<file path="config.mk">
export PLATFORM = sky130hd
export DESIGN_NAME = overlap_window_adder
export DESIGN_NICKNAME = d
export VERILOG_FILES = /design/src/rtl/owa_pkg.sv /design/src/rtl/owa_unpack.sv /design/src/rtl/owa_lane.sv /design/src/rtl/overlap_window_adder.sv
export SDC_FILE = /design/constraint.sdc
export NUM_CORES = 1
export LEC_CHECK = 0
export ABC_AREA = 1
export BUFFER_PORTS_ARGS = -buffer_cell sky130_fd_sc_hd__buf_2
export CAP_MARGIN = 10
export CORE_MARGIN = 8
export CORE_UTILIZATION = 60
export DETAILED_ROUTE_END_ITERATION = 6
export PLACE_DENSITY = 0.81
export REMOVE_ABC_BUFFERS = 1
export SLEW_MARGIN = 10
export SYNTH_ARGS = -nofsm -noshare
export SYNTH_HDL_FRONTEND = slang
export SYNTH_SLANG_ARGS = --single-unit
</file>
<file path="constraint.sdc">
create_clock -name clk -period 1.9 [get_ports clk]
set_input_delay 0.095 -clock clk [delete_from_list [all_inputs] [get_ports clk]]
set_output_delay 0.095 -clock clk [all_outputs]
set_load 0.02 [all_outputs]
</file>
<file path="src/rtl/owa_pkg.sv">
package owa_pkg;

    localparam int DEF_SAMPLE_W = 8;
    localparam int DEF_BUS_W    = 64;
    localparam int WINDOW_TAPS  = 3;

    function automatic int lane_count(input int bus_w, input int sample_w);
        return bus_w / sample_w - (WINDOW_TAPS - 1);
    endfunction

    function automatic int sum_width(input int sample_w);
        return sample_w + 2;
    endfunction

    typedef struct packed {
        logic word_ok;
        logic half_ok;
        logic done_ok;
    } vpipe_t;

endpackage

</file>
<file path="src/rtl/owa_unpack.sv">
module owa_unpack #(
    parameter int SAMPLE_W = owa_pkg::DEF_SAMPLE_W,
    parameter int BUS_W    = owa_pkg::DEF_BUS_W,
    localparam int NSAMP   = BUS_W / SAMPLE_W
) (
    input  logic                             clk,
    input  logic                             rst,
    input  logic                             load,
    input  logic [BUS_W-1:0]                 word,
    output logic [NSAMP-1:0][SAMPLE_W-1:0]   samp
);
    logic [BUS_W-1:0] word_q;

    always_ff @(posedge clk) begin
        if (rst)       word_q <= '0;
        else if (load) word_q <= word;
    end

    for (genvar i = 0; i < NSAMP; i++) begin : g_slice
        assign samp[i] = word_q[i*SAMPLE_W +: SAMPLE_W];
    end

endmodule

</file>
<file path="src/rtl/owa_lane.sv">
module owa_lane #(
    parameter int SAMPLE_W = owa_pkg::DEF_SAMPLE_W,
    localparam int SUM_W   = owa_pkg::sum_width(SAMPLE_W)
) (
    input  logic                clk,
    input  logic                rst,
    input  logic                en_lvl1,
    input  logic                en_lvl2,
    input  logic [SAMPLE_W-1:0] tap0,
    input  logic [SAMPLE_W-1:0] tap1,
    input  logic [SAMPLE_W-1:0] tap2,
    output logic [SUM_W-1:0]    sum
);
    logic [SAMPLE_W:0]   pair_q;
    logic [SAMPLE_W-1:0] tap2_dly_q;
    logic [SUM_W-1:0]    sum_q;

    // first level: pair sum, third operand held back one cycle
    always_ff @(posedge clk) begin
        if (rst) begin
            pair_q     <= '0;
            tap2_dly_q <= '0;
        end else if (en_lvl1) begin
            pair_q     <= {1'b0, tap0} + {1'b0, tap1};
            tap2_dly_q <= tap2;
        end
    end

    // second level: partial sum meets the delayed operand
    always_ff @(posedge clk) begin
        if (rst)          sum_q <= '0;
        else if (en_lvl2) sum_q <= {1'b0, pair_q} + {2'b00, tap2_dly_q};
    end

    assign sum = sum_q;

endmodule

</file>
<file path="src/rtl/overlap_window_adder.sv">
module overlap_window_adder #(
    parameter int SAMPLE_W = owa_pkg::DEF_SAMPLE_W,
    parameter int BUS_W    = owa_pkg::DEF_BUS_W,
    localparam int NSAMP   = BUS_W / SAMPLE_W,
    localparam int LANES   = owa_pkg::lane_count(BUS_W, SAMPLE_W),
    localparam int SUM_W   = owa_pkg::sum_width(SAMPLE_W)
) (
    input  logic                   clk,
    input  logic                   rst,
    input  logic                   in_valid,
    input  logic [BUS_W-1:0]       in_word,
    output logic                   out_valid,
    output logic [LANES*SUM_W-1:0] out_sums
);
    owa_pkg::vpipe_t vp_q;
    logic [NSAMP-1:0][SAMPLE_W-1:0] samp;
    logic [LANES-1:0][SUM_W-1:0]    lane_sum;

    always_ff @(posedge clk) begin
        if (rst) begin
            vp_q <= '0;
        end else begin
            vp_q.word_ok <= in_valid;
            vp_q.half_ok <= vp_q.word_ok;
            vp_q.done_ok <= vp_q.half_ok;
        end
    end

    owa_unpack #(.SAMPLE_W(SAMPLE_W), .BUS_W(BUS_W)) unpack_i (
        .clk  (clk),
        .rst  (rst),
        .load (in_valid),
        .word (in_word),
        .samp (samp)
    );

    for (genvar k = 0; k < LANES; k++) begin : g_lane
        owa_lane #(.SAMPLE_W(SAMPLE_W)) lane_i (
            .clk     (clk),
            .rst     (rst),
            .en_lvl1 (vp_q.word_ok),
            .en_lvl2 (vp_q.half_ok),
            .tap0    (samp[k]),
            .tap1    (samp[k+1]),
            .tap2    (samp[k+2]),
            .sum     (lane_sum[k])
        );
    end

    assign out_valid = vp_q.done_ok;
    assign out_sums  = lane_sum;

endmodule

</file>
## Word-level counts from Yosys, hierarchy flattened

Index checks and enable logic that the tools add are counted.

- Bits in registers: 229
- Input bits: 67
- Output and inout bits: 61
- Word-level logic and storage cells: 34

- Add/sub/neg operators: 12

Operator list:

| operator | count |
|---|---|
| 9-bit by 8-bit adder with 10-bit output | 6 |
| 8-bit by 8-bit adder with 9-bit output | 6 |

## Depth between registers and ports, before layout

Gate-level depths: netlist (run 1).

- Depth after elaboration: 1
- Mapped depth: 12

## Cells and area by module

From an unflattened synthesis (run 1), not the netlist that was laid out.

- Cells, all modules: 1974
- Area, all modules: 13213.9 µm²

By module, submodules not included:

| module | instances | cells each | area each (µm²) | seq. area each (µm²) |
|---|---|---|---|---|
| owa_lane (g_lane[0].lane_i ...) | 4 | 260 | 1741.7 | 540.5 |
| owa_unpack | 1 | 405 | 2666.3 | 1281.2 |
| owa_lane (g_lane[1].lane_i) | 1 | 260 | 1750.4 | 540.5 |
| owa_lane (g_lane[5].lane_i) | 1 | 260 | 1747.9 | 540.5 |
| overlap_window_adder | 1 | 9 | 82.6 | 60.1 |

## Worst setup path before layout (run 1)

No wires, ideal clock.

- Path kind: flip-flop to flip-flop
- From: register g_lane[0].lane_i.tap2_dly_q[0]
- To: register g_lane[0].lane_i.sum_q[4]
- Setup time: 0.115 ns
- Arrival: 1.416 ns
- Required time: 1.785 ns
- Path slack: 0.369 ns
- Cell stages (with the launch flop): 11
- Path through: dfxtp_1 ha_1 inv_1 fa_1 inv_1 nand2_1 nand2_1 nand2_1 xnor2_1 o21ai_0 inv_1

- Longest elaborated chain between the ends: 1

RTL lines:

| element | line | source |
|---|---|---|
| start: declaration | owa_lane.sv:15 | `logic [SAMPLE_W-1:0] tap2_dly_q;` |
| start signal: assignment | owa_lane.sv:25 | `tap2_dly_q <= tap2;` |
| 9-bit by 8-bit adder with 10-bit output | owa_lane.sv:32 | `else if (en_lvl2) sum_q <= {1'b0, pair_q} + {2'b00, tap2_dly_q};` |
| end signal: assignment | owa_lane.sv:32 |  |
| end: declaration | owa_lane.sv:16 | `logic [SUM_W-1:0] sum_q;` |

Every way passes these cells.
A chain may end at the register's enable or synchronous reset.

## Worst setup path in the final report (run 1)

- From: register g_lane[3].lane_i.pair_q[0]
- To: register g_lane[3].lane_i.sum_q[8]

- Longest elaborated chain between the ends: 1

RTL lines:

| element | line | source |
|---|---|---|
| start: declaration | owa_lane.sv:14 | `logic [SAMPLE_W:0] pair_q;` |
| start signal: assignment | owa_lane.sv:24 | `pair_q <= {1'b0, tap0} + {1'b0, tap1};` |
| 9-bit by 8-bit adder with 10-bit output | owa_lane.sv:32 |  |
| end signal: assignment | owa_lane.sv:32 |  |
| end: declaration | owa_lane.sv:16 |  |

Every way passes these cells.

==> qor.yml, run 1 <==
routedWlPerCell_um: 14.4
antenna_found_initial: 1
ys_types: 26
dieHeight_um: 161
cts_tree: "yes"
num_vias: 12000
hp-start: "in_valid"
synth_area_um2: 12600
powerDensity_nw_per_um2: 833
max_stage_delay_ns: 0.41
arrival_ns: 2.11
slowest_stage: "fa_1"
critical_path.startpoint_type: "flop"
place.gp.congestion: 0.887
yosysWarnings: 0
ios: 128
grt_max_degree: 76
cpLargestDelayFamily: "adder cells"
clk_path_buf_depth: 3
hold_viol: 0
synthArstFlopShare_pct: 0
grt_util_all_layers_pct: 25.1
overflow: 0
ant_nets: 0
fmax_mhz: 588
core_um2: 20800
crit_required_ns: 2.31
port_buffers: 127
start_util_pct: 60.4
final_cell_mix: "nor2_1 (434), nand2_1 (322), dfxtp_1 (227)"
fillers: 1676
cts_buffers: 25
maxSlewHeadroom_pct: 57.3
clock_latency_ns: 0.52
slew_viol_final: 0
multi_input_area_um2: 6740
crit_chain: "ha_1, inv_1, fa_1, inv_1, nand2_1, nand2_1, nand3_1, nand3_1, nand3_1, nand2_1, inv_1"
min_period_ns: 1.70
via_per_inst: 5.23
p_leak_uw: 0.00792
drt_wl_total_mm: 32.9
postCtsSetupBuffers: 0
rrSetupSlack_ns: 0.20
finalNetCount: 2173
hold_path_depth: 4
die_area_um2: 25800
layout_commonest_cell: "nor2_1"
reg2regPathDepth: 11
tightest_slew_ns: 0.640
regArea_um2: 4590
timing.final.crit_share_pct: 89.6
areaGrowthSynthToFinish_pct: 18.3
clk_pin_slew_worst_paths_ns: 0.06
grt_pass1_vias: 11700
vdd.ir_drop.worst_v: 0.000735
r2r-end: "g_lane[3].lane_i.sum[8]$_SDFFE_PP0P_"
root_buffer: "clkbuf_16"
critPathKind: "reg2reg"
clock-sinks: 229
htreeDepth: 1
drtIter0Drc: 714
drive_above_1_share_pct: 9.33
hpwl_mm: 21.9
maxCapViolCount: 0
rr_startpoint: "g_lane[3].lane_i.pair_q[0]$_SDFFE_PP0P_"
synth_seq_cells: 229
synth_edf_count: 0
cp-end-kind: "flop"
holdWs_ns: 0.0218
synth-main-ff-cell: "dfxtp_1"
drcViolationCount: 0
cp_max_fo: 3
synth_cells: 1833
whs_endpoint: "unpack_i.samp[17]$_SDFFE_PP0P_"
worst-path-buf-inv: 3
placed_area_um2: 13300
postSynthAreaPerCell_um2: 6.86
rsz0062_at_grt: "false"
row_count: 53
drtPass1Iterations: 5
setup_viol: 0
status: "finished clean"
grt_first_pass_wirelength_mm: 55.1
seq_area_frac_synth_pct: 36.5
design_area_um2: 14900
skew_ns: 0.0154
hold_class: "in2reg"
fp.dieW_um: 161
-- worst max-delay path by stage --
stage	start	endpoint	slack (ns)	cells past startpoint
2_1_floorplan	vp_q[2]$_SDFF_PP0_	g_lane[3].lane_i.pair_q[8]$_SDFFE_PP0P_	-1.67	3
3_3_place_gp	g_lane[0].lane_i.tap2_dly_q[0]$_SDFFE_PP0P_	g_lane[0].lane_i.sum[4]$_SDFFE_PP0P_	0.23	10
3_5_place_dp	g_lane[0].lane_i.pair_q[0]$_SDFFE_PP0P_	g_lane[0].lane_i.sum[4]$_SDFFE_PP0P_	0.17	10
4_1_cts	g_lane[0].lane_i.pair_q[0]$_SDFFE_PP0P_	g_lane[0].lane_i.sum[4]$_SDFFE_PP0P_	0.18	10
5_1_grt	g_lane[0].lane_i.pair_q[0]$_SDFFE_PP0P_	g_lane[0].lane_i.sum[4]$_SDFFE_PP0P_	0.04	10
6_report	g_lane[3].lane_i.pair_q[0]$_SDFFE_PP0P_	g_lane[3].lane_i.sum[8]$_SDFFE_PP0P_	0.20	11
-- area by class of cell --
| cell class | count | area share [%] |
|---|---|---|
| diodes | 1 | 0.0168 |
| clock buffers | 39 | 5.10 |
| clock inverters | 4 | 0.471 |
| inverters | 220 | 5.57 |
| multi-input cells | 1310 | 45.3 |
| flip-flops and latches | 229 | 30.9 |
| well taps | 275 | 2.31 |
| repair buffers | 212 | 10.3 |
-- where the power goes --
part	switching, uW	internal [uW]
clock network	1950	2990
logic	1230	846
registers	265	5110
total	3440	8950
-- sequential cells by signal, indices dropped and copies added, names as in the netlist --
signal and count:
g_lane.lane_i.pair_q 54, g_lane.lane_i.sum 60, g_lane.lane_i.tap2_dly_q 48, out_valid 1, unpack_i.samp 64, vp_q 2
-- timing repair --
item / CTS / global route
hold endpoints to repair: 64 / 0
hold buffers: 70 / 0
resized for setup: 0 / 1
endpoints found under the setup margin: 0 / 2
-- through the flow --
stage	std cells	power, uW	utilization (%)	setup WS [ns]	setup TNS [ns]
detailed placement	2176	7400	64.0	0.175	0
floorplan	1759	6760	-	-1.67	-169.84
CTS	2289	12400	71.4	0.176	0
finish	2290	12400	71.4	0.198	0
global placement	2176	7340	64.0	0.229	0
global route	2290	13000	71.4	0.0427	0
-- tightest hold or removal path, stage by stage --
cell	delay [ns]
buf_2	0.09
inv_2	0.12
nor2_1	0.12
nor2_1	0.06
-- metal layers --
layer,vias to the layer above,track usage [%],share of wire [%]
met5,-,0,0
met4,0,9.85,3.6
met2,337,44.3,49
met1,5461,29.7,42
li1,6087,-,-
met3,91,4.56,6.2
-- cell families after synthesis --
family | after synthesis | synth area share (%)
compound gates | 266 | 10.8
xor+xnor | 36 | 2.51
fa+ha+maj | 108 | 11.5
buf+inv | 294 | 9.91
flops | 229 | 36.5
simple gates | 900 | 28.8
-- synthesized netlist by cell type, drive strengths merged, types with 13 or more instances --
| library cell | count | area share, % |
|---|---|---|
| or2 | 17 | 0.85 |
| dfxtp | 229 | 36 |
| nor2 | 434 | 13 |
| clkbuf | 23 | 0.69 |
| nand3 | 105 | 4.2 |
| inv | 220 | 6.6 |
| xor2 | 13 | 0.91 |
| buf | 51 | 2.6 |
| ha | 96 | 9.6 |
| a21oi | 70 | 2.8 |
| xnor2 | 23 | 1.6 |
| nand2 | 322 | 9.6 |
| o21ai | 189 | 7.5 |
| nand3b | 16 | 0.96 |
Note: power is estimated with default switching activity, not from simulation.
==> run 2: changes to the inputs <==
==> constraint.sdc (replaced) <==
create_clock -name clk -period 1.9 [get_ports clk]
set_input_delay 0.38 -clock clk [delete_from_list [all_inputs] [get_ports clk]]
set_output_delay 0.38 -clock clk [all_outputs]
set_load 0.02 [all_outputs]
==> run 2 against run 1 <==
Against the previous run:
- flip-flop and latch count unchanged
- fmax decreased by 0.27%
- non-clock buffer count decreased by 69
- total power decreased by 2.4%
- die area unchanged
- setup slack got worse by 0.0046 ns
- combinational power decreased by 6%
- clock power decreased by 3%
- routed wire length decreased by 3.9%
- final cell count decreased by 3.1%
- clock-buffer cell count decreased by 2
- largest power group unchanged
==> qor.yml, run 2 (synthesis results as in run 1) <==
antenna_found_initial: 0  # was 1
fp.dieW_um: 161  # unchanged
dieHeight_um: 161  # unchanged
arrival_ns: 2.12  # was 2.11 ns
drtIter0Drc: 561  # was 714
maxCapViolCount: 0  # unchanged
setup_viol: 0  # unchanged
swShare_pct: 28.0  # was 27.8%
power_uw: 12100  # was 12400 uW
antennaDiodeCount: 0  # was 1
maxSlewHeadroom_pct: 62.0  # was 57.3%
power_frac_clock_pct: 39.4  # was 39.8%
critPathKind: "reg2reg"  # unchanged
start_util_pct: 60.4  # unchanged
htreeDepth: 1  # unchanged
port_buffers: 127  # unchanged
holdWs_ns: 0.0848  # was 0.0218 ns
drtPass1Iterations: 5  # unchanged
postCtsHoldBufs: 0  # was 70
hold_path_depth: 3  # was 4
vdd.ir_drop.worst_v: 0.000587  # was 0.000735 V
clock_latency_ns: 0.52  # about the same
critical_path.startpoint_type: "flop"  # unchanged
largest_register_ffs: 64  # unchanged
skew_ns: 0.00684  # was 0.0154 ns
grt_first_pass_wirelength_mm: 52.3  # was 55.1 mm
rsz0062_at_grt: "false"  # unchanged
switchingPower_uw: 3390  # was 3440 uW
cts_tree: "yes"  # unchanged
die_area_um2: 25800  # unchanged
cp_max_fo: 3  # unchanged
p_leak_uw: 0.00761  # was 0.00792 uW
drive_above_1_share_pct: 9.72  # was 9.33%
clock-sinks: 229  # unchanged
powerDensity_nw_per_um2: 856  # was 833 nW/um2
hold_viol: 0  # unchanged
min_period_ns: 1.71  # was 1.70 ns
overflow: 0  # unchanged
cts_buffers: 25  # unchanged
clk_pin_slew_worst_paths_ns: 0.06  # about the same
slew_viol_final: 0  # unchanged
clk_path_buf_depth: 3  # unchanged
fmax_mhz: 586  # was 588 MHz
p_int_uw: 8700  # was 8950 uW
areaGrowthSynthToFinish_pct: 12.3  # was 18.3%
tightest_slew_ns: 0.570  # was 0.640 ns
grt_max_degree: 76  # unchanged
layout_commonest_cell: "nor2_1"  # unchanged
crit_required_ns: 2.31  # about the same
row_count: 53  # unchanged
pwr-share-comb_pct: 16.2  # was 16.8%
status: "finished clean"  # unchanged
root_buffer: "clkbuf_16"  # unchanged
place.gp.congestion: 0.896  # was 0.887
core_um2: 20800  # unchanged
reg2regPathDepth: 10  # was 11
power_frac_seq_pct: 44.5  # was 43.4%
ant_nets: 0  # unchanged
timing.final.crit_share_pct: 89.8  # was 89.6%
fillers: 1845  # was 1676
via_per_inst: 5.24  # was 5.23
cts-resized-gates: 0  # unchanged
rrSetupSlack_ns: 0.19  # was 0.20 ns
finalNetCount: 2104  # was 2173
postCtsSetupBuffers: 0  # unchanged
grt_util_all_layers_pct: 23.8  # was 25.1%
hold_class: "in2reg"  # unchanged
num_vias: 11600  # was 12000
hpwl_mm: 22.2  # was 21.9 mm
final_cell_mix: "nor2_1 (434), nand2_1 (322), dfxtp_1 (227)"  # unchanged
drt_wl_total_mm: 31.6  # was 32.9 mm
drcViolationCount: 0  # unchanged
ios: 128  # unchanged
grt_pass1_vias: 11200  # was 11700
routedWlPerCell_um: 14.2  # was 14.4 um
cp-end-kind: "flop"  # unchanged
-- run 2: changes by cell type in the layout (fill, tap and decap cells not counted) --
| cell | delta |
|---|---|
| fa_2 | -1 |
| buf_4 | +3 |
| fa_1 | +1 |
| diode_2 | -1 |
| clkbuf_1 | -2 |
| buf_12 | -2 |
| bufinv_16 | -1 |
| clkinv_2 | +2 |
| dlygate4sd3_1 | -70 |
-- run 2: through the flow --
| stage | cell area [um2] | worst slack, ns | util [%] | cells | TNS (ns) |
|---|---|---|---|---|---|
| after detailed placement | 13300 | 0.199 | 64.0 | 2177 | 0 |
| after global routing | 14100 | 0.0312 | 67.8 | 2219 | 0 |
| after floorplan | 12200 | -1.67 | - | 1759 | -169.84 |
| after global placement | 13300 | 0.241 | 64.0 | 2177 | 0 |
| final | 14100 | 0.193 | 67.8 | 2219 | 0 |
| after CTS | 14100 | 0.197 | 67.8 | 2219 | 0 |
-- run 2: critical path, stage by stage (launching register included) --
cell and delay, ns:
dfxtp_1 0.34, ha_1 0.16, inv_1 0.06, fa_1 0.41, inv_1 0.07, nand2_1 0.05, nand2_1 0.12, nand2_1 0.08
xnor2_1 0.12, o21ai_0 0.15, inv_1 0.05
-- run 2: final timing paths --
path	from	to
max	g_lane[0].lane_i.pair_q[0]$_SDFFE_PP0P_	g_lane[0].lane_i.sum[4]$_SDFFE_PP0P_
min	in_word[6]	unpack_i.samp[6]$_SDFFE_PP0P_
max reg2reg	g_lane[0].lane_i.pair_q[0]$_SDFFE_PP0P_	g_lane[0].lane_i.sum[4]$_SDFFE_PP0P_
min reg2reg	unpack_i.samp[60]$_SDFFE_PP0P_	g_lane[5].lane_i.tap2_dly_q[4]$_SDFFE_PP0P_
-- run 2: cell type report --
class                      count  area, um2  share of cell area [%]
multi-input combinational   1310       6740                    47.7
inverter                     220        828                    5.87
tap                          275        344                    2.44
clock inverter                 5       50.0                   0.354
timing repair buffer         143        818                    5.80
clock buffer                  37        751                    5.32
sequential                   229       4590                    32.5
-- run 2: layer usage --
layer / vias up / global-route usage, % / share of wire [%]
met5: - / 0 / 0
met4: 0 / 9.72 / 3.9
met3: 83 / 3.74 / 5.1
met2: 293 / 42.1 / 48
met1: 5296 / 28.4 / 43
li1: 5957 / - / -
-- run 2: power groups by stage --
| stage | combinational, uW | sequential (uW) | clock [uW] |
|---|---|---|---|
| 6_report | 1950 | 5380 | 4760 |
| 5_1_grt | 2220 | 5410 | 5020 |
| 4_1_cts | 1950 | 5370 | 4840 |
| 3_5_place_dp | 1930 | 5470 | 0 |
| 3_3_place_gp | 1870 | 5460 | 0 |
| 2_1_floorplan | 1270 | 5490 | 0 |
==> run 3: changes to the inputs <==
BUFFER_PORTS_ARGS = default   (was -buffer_cell sky130_fd_sc_hd__buf_2)
CORE_UTILIZATION = 50   (was 60)
DONT_BUFFER_PORTS = 1   (was default)
PLACE_DENSITY = default   (was 0.81)
==> run 3 against run 2 <==
Against the previous run:
- combinational power is 9.7% lower
- global-route usage is 3.0 points lower
- die area is 18% higher
- final cell count is 0.72% lower
- flip-flop and latch count stayed put
- total power is 4.7% higher
==> qor.yml, run 3 (synthesis results as in run 1) <==
status: "finished clean"  # unchanged
reg2regPathDepth: 10  # unchanged
rsz0062_at_grt: "false"  # unchanged
cts_tree: "yes"  # unchanged
hp-start: "in_word[34]"  # was in_word[6]
setup_tns_ns: 0  # unchanged
cp_max_fo: 3  # unchanged
route.met2.wl_mm: 15.3  # was 15.0 mm
r2r-end: "g_lane[3].lane_i.sum[4]$_SDFFE_PP0P_"  # was g_lane[0].lane_i.sum[4]$_SDFFE_PP0P_
grt_first_pass_wirelength_mm: 52.9  # was 52.3 mm
critPathKind: "reg2reg"  # unchanged
root_buffer: "clkbuf_16"  # unchanged
clock-sinks: 229  # unchanged
rr_startpoint: "g_lane[3].lane_i.tap2_dly_q[0]$_SDFFE_PP0P_"  # was g_lane[0].lane_i.pair_q[0]$_SDFFE_PP0P_
clk_pin_slew_worst_paths_ns: 0.06  # about the same
grt_util_all_layers_pct: 20.8  # was 23.8%
hold_class: "in2reg"  # unchanged
crit_required_ns: 2.31  # about the same
start_util_pct: 50.3  # was 60.4%
core_um2: 25000  # was 20800 um2
placed_area_um2: 12700  # was 13300 um2
routedWlPerCell_um: 14.6  # was 14.2 um
tightest_slew_ns: 0.692  # was 0.570 ns
fillers: 2486  # was 1845
layout_commonest_cell: "nor2_1"  # unchanged
finalNetCount: 2030  # was 2104
drtPass1Iterations: 5  # unchanged
topRoutingLayerUsed: "met4"  # unchanged
hold_path_depth: 2  # was 3
antenna_found_initial: 0  # unchanged
maxSlewHeadroom_pct: 53.7  # was 62.0%
holdWs_ns: 0.0218  # was 0.0848 ns
clk_path_buf_depth: 3  # unchanged
wl_met3_mm: 1.54  # was 1.61 mm
vdd.ir_drop.worst_v: 0.000614  # was 0.000587 V
skew_ns: 0.00812  # was 0.00684 ns
maxCapViolCount: 0  # unchanged
via_per_inst: 4.97  # was 5.24
rrSetupSlack_ns: 0.19  # about the same
slew_viol_final: 0  # unchanged
row_count: 58  # was 53
drcViolationCount: 0  # unchanged
ios: 128  # unchanged
drtIter0Drc: 448  # was 561
grt_max_degree: 114  # was 76
hpwl_mm: 22.2  # about the same
fp.dieW_um: 175  # was 161 um
postCtsSetupBuffers: 0  # unchanged
dieHeight_um: 175  # was 161 um
fin_ws_ns: 0.191  # was 0.193 ns
design_area_um2: 14200  # was 14100 um2
wl_met1_mm: 14.4  # was 13.7 mm
largest_register_ffs: 64  # unchanged
critical_path.startpoint_type: "flop"  # unchanged
powerDensity_nw_per_um2: 889  # was 856 nW/um2
fmax_mhz: 585  # was 586 MHz
hold_viol: 0  # unchanged
power_uw: 12700  # was 12100 uW
cts_buffers: 26  # was 25
die_area_um2: 30500  # was 25800 um2
p_leak_uw: 0.00731  # was 0.00761 uW
arrival_ns: 2.12  # about the same
timing.final.crit_share_pct: 90.0  # was 89.8%
postCtsHoldBufs: 54  # was 0
cts-resized-gates: 0  # unchanged
overflow: 0  # unchanged
port_buffers: 0  # was 127
cp-end-kind: "flop"  # unchanged
htreeDepth: 1  # unchanged
ant_nets: 0  # unchanged
areaGrowthSynthToFinish_pct: 13.2  # was 12.3%
grt_pass1_vias: 10600  # was 11200
drt_wl_total_mm: 32.1  # was 31.6 mm
num_vias: 11000  # was 11600
setup_viol: 0  # unchanged
whs_endpoint: "unpack_i.samp[34]$_SDFFE_PP0P_"  # was unpack_i.samp[6]$_SDFFE_PP0P_
place.gp.congestion: 0.885  # was 0.896
clock_latency_ns: 0.52  # about the same
antennaDiodeCount: 0  # unchanged
drive_above_1_share_pct: 3.47  # was 9.72%
min_period_ns: 1.71  # about the same
final_cell_mix: "nor2_1 (434), nand2_1 (322), dfxtp_1 (227)"  # unchanged
preCtsSetupSlack_ns: 0.184  # was 0.199 ns
==> run 3: cell types whose count changed in the layout (fill, tap and decap cells not counted), sizes merged <==
cell         previous run  this run
dlygate4sd3             0        54
buf                   143        14
clkbuf                 37        38
bufinv                  1         4
==> run 3: area by class of cell <==
type	count	area, um2	area share [%]
flip-flops and latches	229	4590	32.3
repair buffers	68	721	5.07
inverters	220	828	5.82
well taps	330	413	2.90
multi-input cells	1310	6740	47.4
clock buffers	38	797	5.60
clock inverters	8	140	0.985
==> run 3: worst max-delay path by stage <==
| stage | from | to | slack (ns) | depth (start not counted) |
|---|---|---|---|---|
| 2_1_floorplan | vp_q[2]$_SDFF_PP0_ | g_lane[3].lane_i.pair_q[8]$_SDFFE_PP0P_ | -1.67 | 3 |
| 4_1_cts | g_lane[0].lane_i.tap2_dly_q[0]$_SDFFE_PP0P_ | g_lane[0].lane_i.sum[4]$_SDFFE_PP0P_ | 0.18 | 10 |
| 5_1_grt | g_lane[3].lane_i.tap2_dly_q[0]$_SDFFE_PP0P_ | g_lane[3].lane_i.sum[4]$_SDFFE_PP0P_ | 0.006 | 10 |
| 6_report | g_lane[3].lane_i.tap2_dly_q[0]$_SDFFE_PP0P_ | g_lane[3].lane_i.sum[4]$_SDFFE_PP0P_ | 0.19 | 10 |
| 3_5_place_dp | g_lane[0].lane_i.tap2_dly_q[0]$_SDFFE_PP0P_ | g_lane[0].lane_i.sum[4]$_SDFFE_PP0P_ | 0.18 | 10 |
| 3_3_place_gp | g_lane[0].lane_i.tap2_dly_q[0]$_SDFFE_PP0P_ | g_lane[0].lane_i.sum[4]$_SDFFE_PP0P_ | 0.22 | 10 |
==> run 3: worst max-delay path: stages, from the launching register on <==
cell and delay (ns):
dfxtp_1 0.33, ha_1 0.19, inv_1 0.06, fa_1 0.40, inv_1 0.08, nand2_1 0.05
nand2_1 0.11, nand2_1 0.08, xnor2_1 0.12, o21ai_0 0.14, inv_1 0.05
==> run 3: power breakdown <==
group,total (uW),internal [uW],switching (uW)
sequential,5470,5110,359
clock,5420,3430,1990
combinational,1760,729,1030
total,12700,9270,3380
==> run 3: through the flow <==
stage	utilization [%]	std cells
after global routing	57.0	2203
final	57.0	2203
after detailed placement	51.1	2103
after floorplan	-	1759
after CTS	57.0	2203
after global placement	51.1	2103
==> run 3: metal layers <==
| metal | GRT usage (%) | vias up |
|---|---|---|
| met1 | 25.3 | 4903 |
| met3 | 3.43 | 47 |
| met5 | 0 | - |
| li1 | - | 5817 |
| met4 | 6.00 | 0 |
| met2 | 37.0 | 184 |
